### src/rtl/fpc_pkg.sv
package fpc_pkg;
  localparam int XLEN   = 32;
  localparam int FLAG_W = 5;
  localparam int RM_W   = 3;
  localparam int ACC_W  = 2;
  localparam int NUM_ACC = 1 << ACC_W;
  localparam int USED_W = FLAG_W + RM_W + ACC_W;

  typedef logic [FLAG_W-1:0] flags_t;
  typedef logic [RM_W-1:0]   rm_t;
  typedef logic [ACC_W-1:0]  acc_t;

  typedef enum logic [1:0] {
    VIEW_WORD  = 2'b00,
    VIEW_RM    = 2'b01,
    VIEW_FLAGS = 2'b10,
    VIEW_NONE  = 2'b11
  } csr_view_e;

  localparam rm_t RM_DYN = 3'b111;

  // stored rounding values 101..111 may not be used dynamically
  function automatic logic rm_reserved(input rm_t rm);
    return rm >= 3'b101;
  endfunction

  function automatic logic [XLEN-1:0] pack_word(input flags_t f, input rm_t r, input acc_t a);
    logic [XLEN-1:0] w;
    w = '0;
    w[FLAG_W-1:0] = f;
    w[FLAG_W+RM_W-1:FLAG_W] = r;
    w[USED_W-1:FLAG_W+RM_W] = a;
    return w;
  endfunction
endpackage

### src/rtl/fpc_support_table.sv
module fpc_support_table #(
  parameter int NUM_CLASSES = 4,
  parameter logic [4*NUM_CLASSES-1:0] SUPPORT_MAP = '1,
  localparam int CLS_W = (NUM_CLASSES > 1) ? $clog2(NUM_CLASSES) : 1,
  localparam int PAD_CLASSES = 1 << CLS_W
) (
  output logic [PAD_CLASSES*fpc_pkg::NUM_ACC-1:0] sup_vec
);
  import fpc_pkg::*;

  for (genvar c = 0; c < PAD_CLASSES; c++) begin : g_cls
    if (c < NUM_CLASSES) begin : g_real
      // mode 00 always accepted
      assign sup_vec[c*NUM_ACC] = 1'b1;
      assign sup_vec[c*NUM_ACC+NUM_ACC-1 -: NUM_ACC-1] =
        SUPPORT_MAP[c*NUM_ACC+NUM_ACC-1 -: NUM_ACC-1];
    end else begin : g_pad
      // nonexistent class codes support nothing
      assign sup_vec[c*NUM_ACC +: NUM_ACC] = '0;
    end
  end
endmodule

### src/rtl/fpc_csr_store.sv
module fpc_csr_store
  import fpc_pkg::*;
(
  input  logic            clk,
  input  logic            rst_n,
  input  logic            csr_en,
  input  logic            csr_we,
  input  logic [1:0]      csr_view,
  input  logic [XLEN-1:0] csr_wdata,
  output logic [XLEN-1:0] csr_rdata,
  input  logic            cmp_valid,
  input  flags_t          cmp_flags,
  output flags_t          cur_flags,
  output rm_t             cur_rm,
  output acc_t            cur_acc
);
  csr_view_e view;
  logic wr_any, wr_word, wr_rmv, wr_flagv;
  logic flag_load, rm_load, acc_load, flag_merge;
  flags_t flags_next;
  rm_t    rm_next;

  assign view     = csr_view_e'(csr_view);
  assign wr_any   = csr_en & csr_we;
  assign wr_word  = wr_any & (view == VIEW_WORD);
  assign wr_rmv   = wr_any & (view == VIEW_RM);
  assign wr_flagv = wr_any & (view == VIEW_FLAGS);

  assign flag_load  = wr_word | wr_flagv;
  assign rm_load    = wr_word | wr_rmv;
  assign acc_load   = wr_word;
  assign flag_merge = cmp_valid & ~flag_load;

  always_comb begin
    flags_next = csr_wdata[FLAG_W-1:0];
    rm_next    = wr_word ? csr_wdata[FLAG_W+RM_W-1:FLAG_W] : csr_wdata[RM_W-1:0];
  end

  always_ff @(posedge clk) begin
    if (!rst_n) begin
      cur_flags <= '0;
      cur_rm    <= '0;
      cur_acc   <= '0;
    end else begin
      if (flag_load)       cur_flags <= flags_next;
      else if (flag_merge) cur_flags <= cur_flags | cmp_flags;
      if (rm_load)  cur_rm  <= rm_next;
      if (acc_load) cur_acc <= csr_wdata[USED_W-1:FLAG_W+RM_W];
    end
  end

  always_comb begin
    csr_rdata = '0;
    unique case (view)
      VIEW_WORD:  csr_rdata = pack_word(cur_flags, cur_rm, cur_acc);
      VIEW_RM:    csr_rdata[RM_W-1:0] = cur_rm;
      VIEW_FLAGS: csr_rdata[FLAG_W-1:0] = cur_flags;
      VIEW_NONE:  csr_rdata = '0;
      default:    csr_rdata = '0;
    endcase
  end


  flag_sticky_chk: assert property (@(posedge clk) disable iff (!rst_n)
    !flag_load |=> ((cur_flags & $past(cur_flags)) == $past(cur_flags)));

  write_wins_chk: assert property (@(posedge clk) disable iff (!rst_n)
    (flag_load && cmp_valid) |=> (cur_flags == $past(csr_wdata[FLAG_W-1:0])));

  acc_hold_chk: assert property (@(posedge clk) disable iff (!rst_n)
    !acc_load |=> $stable(cur_acc));
endmodule

### src/rtl/fpc_op_check.sv
module fpc_op_check
  import fpc_pkg::*;
#(
  parameter int CLS_W = 2,
  localparam int PAD_CLASSES = 1 << CLS_W
) (
  input  logic             clk,
  input  logic             rst_n,
  input  logic             op_valid,
  input  rm_t              op_rm,
  input  logic [CLS_W-1:0] op_class,
  input  rm_t              cur_rm,
  input  acc_t             cur_acc,
  input  logic [PAD_CLASSES*NUM_ACC-1:0] sup_vec,
  output rm_t              eff_rm,
  output acc_t             eff_acc,
  output logic             op_trap
);
  logic dyn_sel, dyn_bad, acc_ok, acc_bad;
  logic [CLS_W+ACC_W-1:0] sup_idx;

  assign dyn_sel = (op_rm == RM_DYN);
  assign dyn_bad = dyn_sel & rm_reserved(cur_rm);
  assign sup_idx = {op_class, cur_acc};
  assign acc_ok  = sup_vec[sup_idx];
  assign acc_bad = ~acc_ok;

  assign op_trap = op_valid & (dyn_bad | acc_bad);
  assign eff_rm  = dyn_sel ? cur_rm : op_rm;
  assign eff_acc = cur_acc;


  dyn_reserved_trap_chk: assert property (@(posedge clk) disable iff (!rst_n)
    (op_valid && op_rm == RM_DYN && cur_rm >= 3'b101) |-> op_trap);

  ieee_mode_ok_chk: assert property (@(posedge clk) disable iff (!rst_n)
    (op_valid && cur_acc == 2'b00 && op_rm != RM_DYN) |-> !op_trap);

  idle_no_trap_chk: assert property (@(posedge clk) disable iff (!rst_n)
    !op_valid |-> !op_trap);

  static_rm_pass_chk: assert property (@(posedge clk) disable iff (!rst_n)
    (op_rm != RM_DYN) |-> (eff_rm == op_rm));
endmodule

### src/rtl/fpc_unit.sv
module fpc_unit
  import fpc_pkg::*;
#(
  parameter int NUM_CLASSES = 4,
  parameter logic [4*NUM_CLASSES-1:0] SUPPORT_MAP = 16'h235F,
  localparam int CLS_W = (NUM_CLASSES > 1) ? $clog2(NUM_CLASSES) : 1,
  localparam int PAD_CLASSES = 1 << CLS_W
) (
  input  logic             clk,
  input  logic             rst_n,
  input  logic             csr_en,
  input  logic             csr_we,
  input  logic [1:0]       csr_view,
  input  logic [31:0]      csr_wdata,
  output logic [31:0]      csr_rdata,
  input  logic             op_valid,
  input  logic [2:0]       op_rm,
  input  logic [CLS_W-1:0] op_class,
  output logic [2:0]       eff_rm,
  output logic [1:0]       eff_acc,
  output logic             op_trap,
  input  logic             cmp_valid,
  input  logic [4:0]       cmp_flags
);
  flags_t cur_flags;
  rm_t    cur_rm;
  acc_t   cur_acc;
  logic [PAD_CLASSES*NUM_ACC-1:0] sup_vec;

  fpc_support_table #(
    .NUM_CLASSES(NUM_CLASSES),
    .SUPPORT_MAP(SUPPORT_MAP)
  ) u_table (
    .sup_vec(sup_vec)
  );

  fpc_csr_store u_store (
    .clk(clk), .rst_n(rst_n),
    .csr_en(csr_en), .csr_we(csr_we), .csr_view(csr_view),
    .csr_wdata(csr_wdata), .csr_rdata(csr_rdata),
    .cmp_valid(cmp_valid), .cmp_flags(cmp_flags),
    .cur_flags(cur_flags), .cur_rm(cur_rm), .cur_acc(cur_acc)
  );

  fpc_op_check #(.CLS_W(CLS_W)) u_check (
    .clk(clk), .rst_n(rst_n),
    .op_valid(op_valid), .op_rm(op_rm), .op_class(op_class),
    .cur_rm(cur_rm), .cur_acc(cur_acc), .sup_vec(sup_vec),
    .eff_rm(eff_rm), .eff_acc(eff_acc), .op_trap(op_trap)
  );
endmodule

### config.mk
export PLATFORM = sky130hd
export DESIGN_NAME = fpc_unit
export DESIGN_NICKNAME = d
export VERILOG_FILES = /design/src/rtl/fpc_pkg.sv /design/src/rtl/fpc_support_table.sv /design/src/rtl/fpc_csr_store.sv /design/src/rtl/fpc_op_check.sv /design/src/rtl/fpc_unit.sv
export SDC_FILE = /design/constraint.sdc
export NUM_CORES = 1
export LEC_CHECK = 0
export BUFFER_PORTS_ARGS = -buffer_cell sky130_fd_sc_hd__buf_2
export CAP_MARGIN = 20
export CELL_PAD_IN_SITES_DETAIL_PLACEMENT = 0
export CELL_PAD_IN_SITES_GLOBAL_PLACEMENT = 1
export CORE_ASPECT_RATIO = 2
export CORE_MARGIN = 4
export CORE_UTILIZATION = 18
export CTS_BUF_LIST = sky130_fd_sc_hd__clkbuf_16
export DETAILED_ROUTE_END_ITERATION = 8
export GPL_ROUTABILITY_DRIVEN = 0
export GPL_TIMING_DRIVEN = 1
export PLACE_DENSITY = 0.83
export SETUP_SLACK_MARGIN = 0.15
export SLEW_MARGIN = 20
export SYNTH_ARGS = -nofsm -noshare
export SYNTH_HDL_FRONTEND = slang
export SYNTH_SLANG_ARGS = --single-unit
### constraint.sdc
create_clock -name clk -period 0.8 [get_ports clk]
set_input_delay 0.08 -clock clk [delete_from_list [all_inputs] [get_ports clk]]
set_output_delay 0.08 -clock clk [all_outputs]
set_load 0.01 [all_outputs]
==> results_dict.tcl <==
set metrics [dict create \
    ctsHoldBuffers 0 \
    path_class "register to output port" \
    first_global_vias 711 \
    violations "setup timing" \
    path_clk_slew_ns 0.04 \
    seq_area_frac_synth_pct 26.0 \
    top_layer_used "met4" \
    rsz0062_at_grt "true" \
    die_y_um 101 \
    wl_met1_um 706 \
    port_buffers 43 \
    min_to "u_store.cur_acc[1]" \
    die_w_um 54.3 \
    cts.sinks 10 \
    whs_ns 0.0810 \
    post-route-drc-count 0 \
    worstHoldPathCells 3 \
    syn2layout_area_growth_pct 55.4 \
    wl_um 2240 \
    hp-start "csr_wdata[9]" \
    core_area_um2 4130 \
    synthCells 98 \
    met3_length_um 233 \
    hold_path_class "primary input to register" \
    grt_max_degree 14 \
    yosysWarnings 0 \
    crit_path_start_kind "register" \
    num-nets-final 202 \
    setup_viol 16 \
    start_util_pct 18.7 \
    dp_hpwl_um 1940 \
    worstSkewPairLatency_ns 0.24 \
    met2_length_um 1240 \
    rr_startpoint "u_store.cur_acc[1]" \
    post-route-period-util_pct 130 \
    seq_area_um2 216 \
    fin_area_um2 1200 \
    ys_ff_latch 10 \
    crit_arrival_ns 0.96 \
    avgSynthCellArea_um2 7.86 \
    root_buffer "clkbuf_16" \
    core.rowCount 33 \
    vias 797 \
    dieArea_um2 5460 \
    worst-r2r-cell-count 4 \
    max_cap_viol_count 0 \
    finalHoldViolCount 0 \
    synth_area_um2 771 \
    rr_endpoint "u_store.cur_acc[1]" \
    peakVddDrop_mv 1.41 \
    critPathRequiredTime_ns 0.72 \
    grt_pass1_wl_um 3220 \
    fin_ws_ns -0.239 \
    wl_per_cell_um 11.0 \
    drt-initial-drc-count 21 \
    cts_made_buffers 3 \
    status "finished with violations" \
    grt.overflow.total 0 \
    multiInputGateArea_um2 475 \
    cts.path.max_buffers 2 \
    fin_crit_ns 1.04 \
    io_pins 88 \
    cellPowerDensity_nw_per_um2 1500 \
    cp-end-kind "output port" \
    first_pass_iters 4 \
    diodes 0 \
    final_max_slew_viol_count 0 \
    antenna_found_initial 0 \
    ant_nets 0 \
    vias_per_cell 3.93 \
    drive_above_1_share_pct 47.7 \
    reg2reg_slack_ns 0.04 \
    skew_ns 0 \
    placed_cell_area_um2 1020 \
    fillers 488 \
    p_leak_nw 0.581 \
    cts_tree "done" \
    max_freq_mhz 963 \
    netlist-cell-type-count 22 \
    cp_max_fo 2 \
    cts_htree_levels 1 \
    grtUsageTotal_pct 8.23 \
]
[through the flow]
step / total power [mW] / cells / setup WS, ns / util [%] / TNS [ns]
after global routing: 1.88 / 203 / -0.310 / 29.0 / -2.93
after detailed placement: 0.900 / 198 / -0.0606 / 24.7 / -0.221
after CTS: 1.80 / 202 / -0.254 / 27.4 / -2.44
after floorplan: 0.808 / 119 / 0.0550 / - / 0
after global placement: 0.896 / 198 / -0.0544 / 24.7 / -0.188
final: 1.80 / 203 / -0.239 / 29.0 / -2.35
[area by class of cell]
cell class	instances	area share, %
sequential	10	18.1
multi-input combinational	82	39.7
tap	52	5.43
inverter	3	0.940
clock buffer	3	6.27
clock inverter	1	0.313
timing repair buffer	52	29.3
[critical path: stages (launching register included)]
cell	delay, ns
dfxtp_2	0.32
nand2_1	0.04
o21ai_1	0.11
o2bb2ai_1	0.11
buf_2	0.14
[what timing repair did]
action                                  4_1_cts  5_1_grt
setup buffers                                 0        1
pin swaps                                     5        2
endpoints found under the setup margin       21       22
endpoints found under the hold margin         0        0
resized for setup                            12       15
[cell families after synthesis]
group | count (synthesis) | synth area share [%]
other | 1 | 0.487
AND/OR/NAND/NOR | 25 | 19.8
flip-flops | 10 | 26.0
AO/OA/AOI/OAI | 30 | 21.9
buffers and inverters | 27 | 25.3
multiplexers | 5 | 6.49
[cells in the final DEF (no fill, tap or decap), drive strengths merged]
cell type  instances
inv                3
mux2i              5
nand3b             4
clkinv             1
o21ai             13
o211ai             3
a21oi             10
nor3               1
and2               5
nand4b             1
clkbuf             3
nand2             10
o2bb2ai            1
nor2b              2
conb              22
nor2               1
nand4              1
o21a               3
dfxtp             10
buf               52
[metal layers]
layer	vias up	GRT usage, %
met4	0	4.61
met3	6	2.22
met1	343	7.25
li1	403	-
met2	45	15.4
met5	-	0
[sequential cells by signal, indices dropped and copies added (netlist names)]
signal	count
u_store.cur_acc	2
u_store.cur_rm	3
u_store.cur_flags	5
[how the worst max path moves through the flow]
stage / start / endpoint / slack [ns] / depth (start not counted)
after floorplan: u_store.cur_acc[0] / op_trap / 0.05 / 3
after global placement: u_store.cur_rm[0] / op_trap / -0.05 / 3
after detailed placement: u_store.cur_rm[2] / op_trap / -0.06 / 3
after CTS: u_store.cur_acc[0] / op_trap / -0.25 / 4
after global routing: u_store.cur_acc[0] / op_trap / -0.31 / 4
final: u_store.cur_acc[0] / op_trap / -0.24 / 4
[synthesized netlist by cell type]
cell type  count  share of area, %
conb_1         1              0.49
mux2i_1        5               6.5
o21ai_1        7               4.5
o21ai_0        6               3.9
nor2b_1        2               1.6
dfxtp_1       10                26
a21oi_1       10               6.5
buf_6          1               1.5
nor3_2         1               1.3
o211ai_1       3               2.9
nor2_1         1              0.49
nand2_1       10               4.9
o2bb2ai_1      1               1.1
nand4_1        1              0.81
o21a_1         3               2.9
inv_1          3               1.5
nand3b_1       3               2.9
and2_1         5               4.1
buf_4         22                21
nand4b_1       1               1.1
clkbuf_4       1              0.97
nand3b_4       1               2.6
[power breakdown]
| group | internal (mW) | leakage [nW] | switching [mW] |
|---|---|---|---|
| Combinational | 0.163 | 0.457 | 0.198 |
| Sequential | 0.526 | 0.0860 | 0.0202 |
| Clock | 0.655 | 0.0385 | 0.234 |
| Total | 1.34 | 0.581 | 0.452 |
Power figures use the tool's default switching activity.
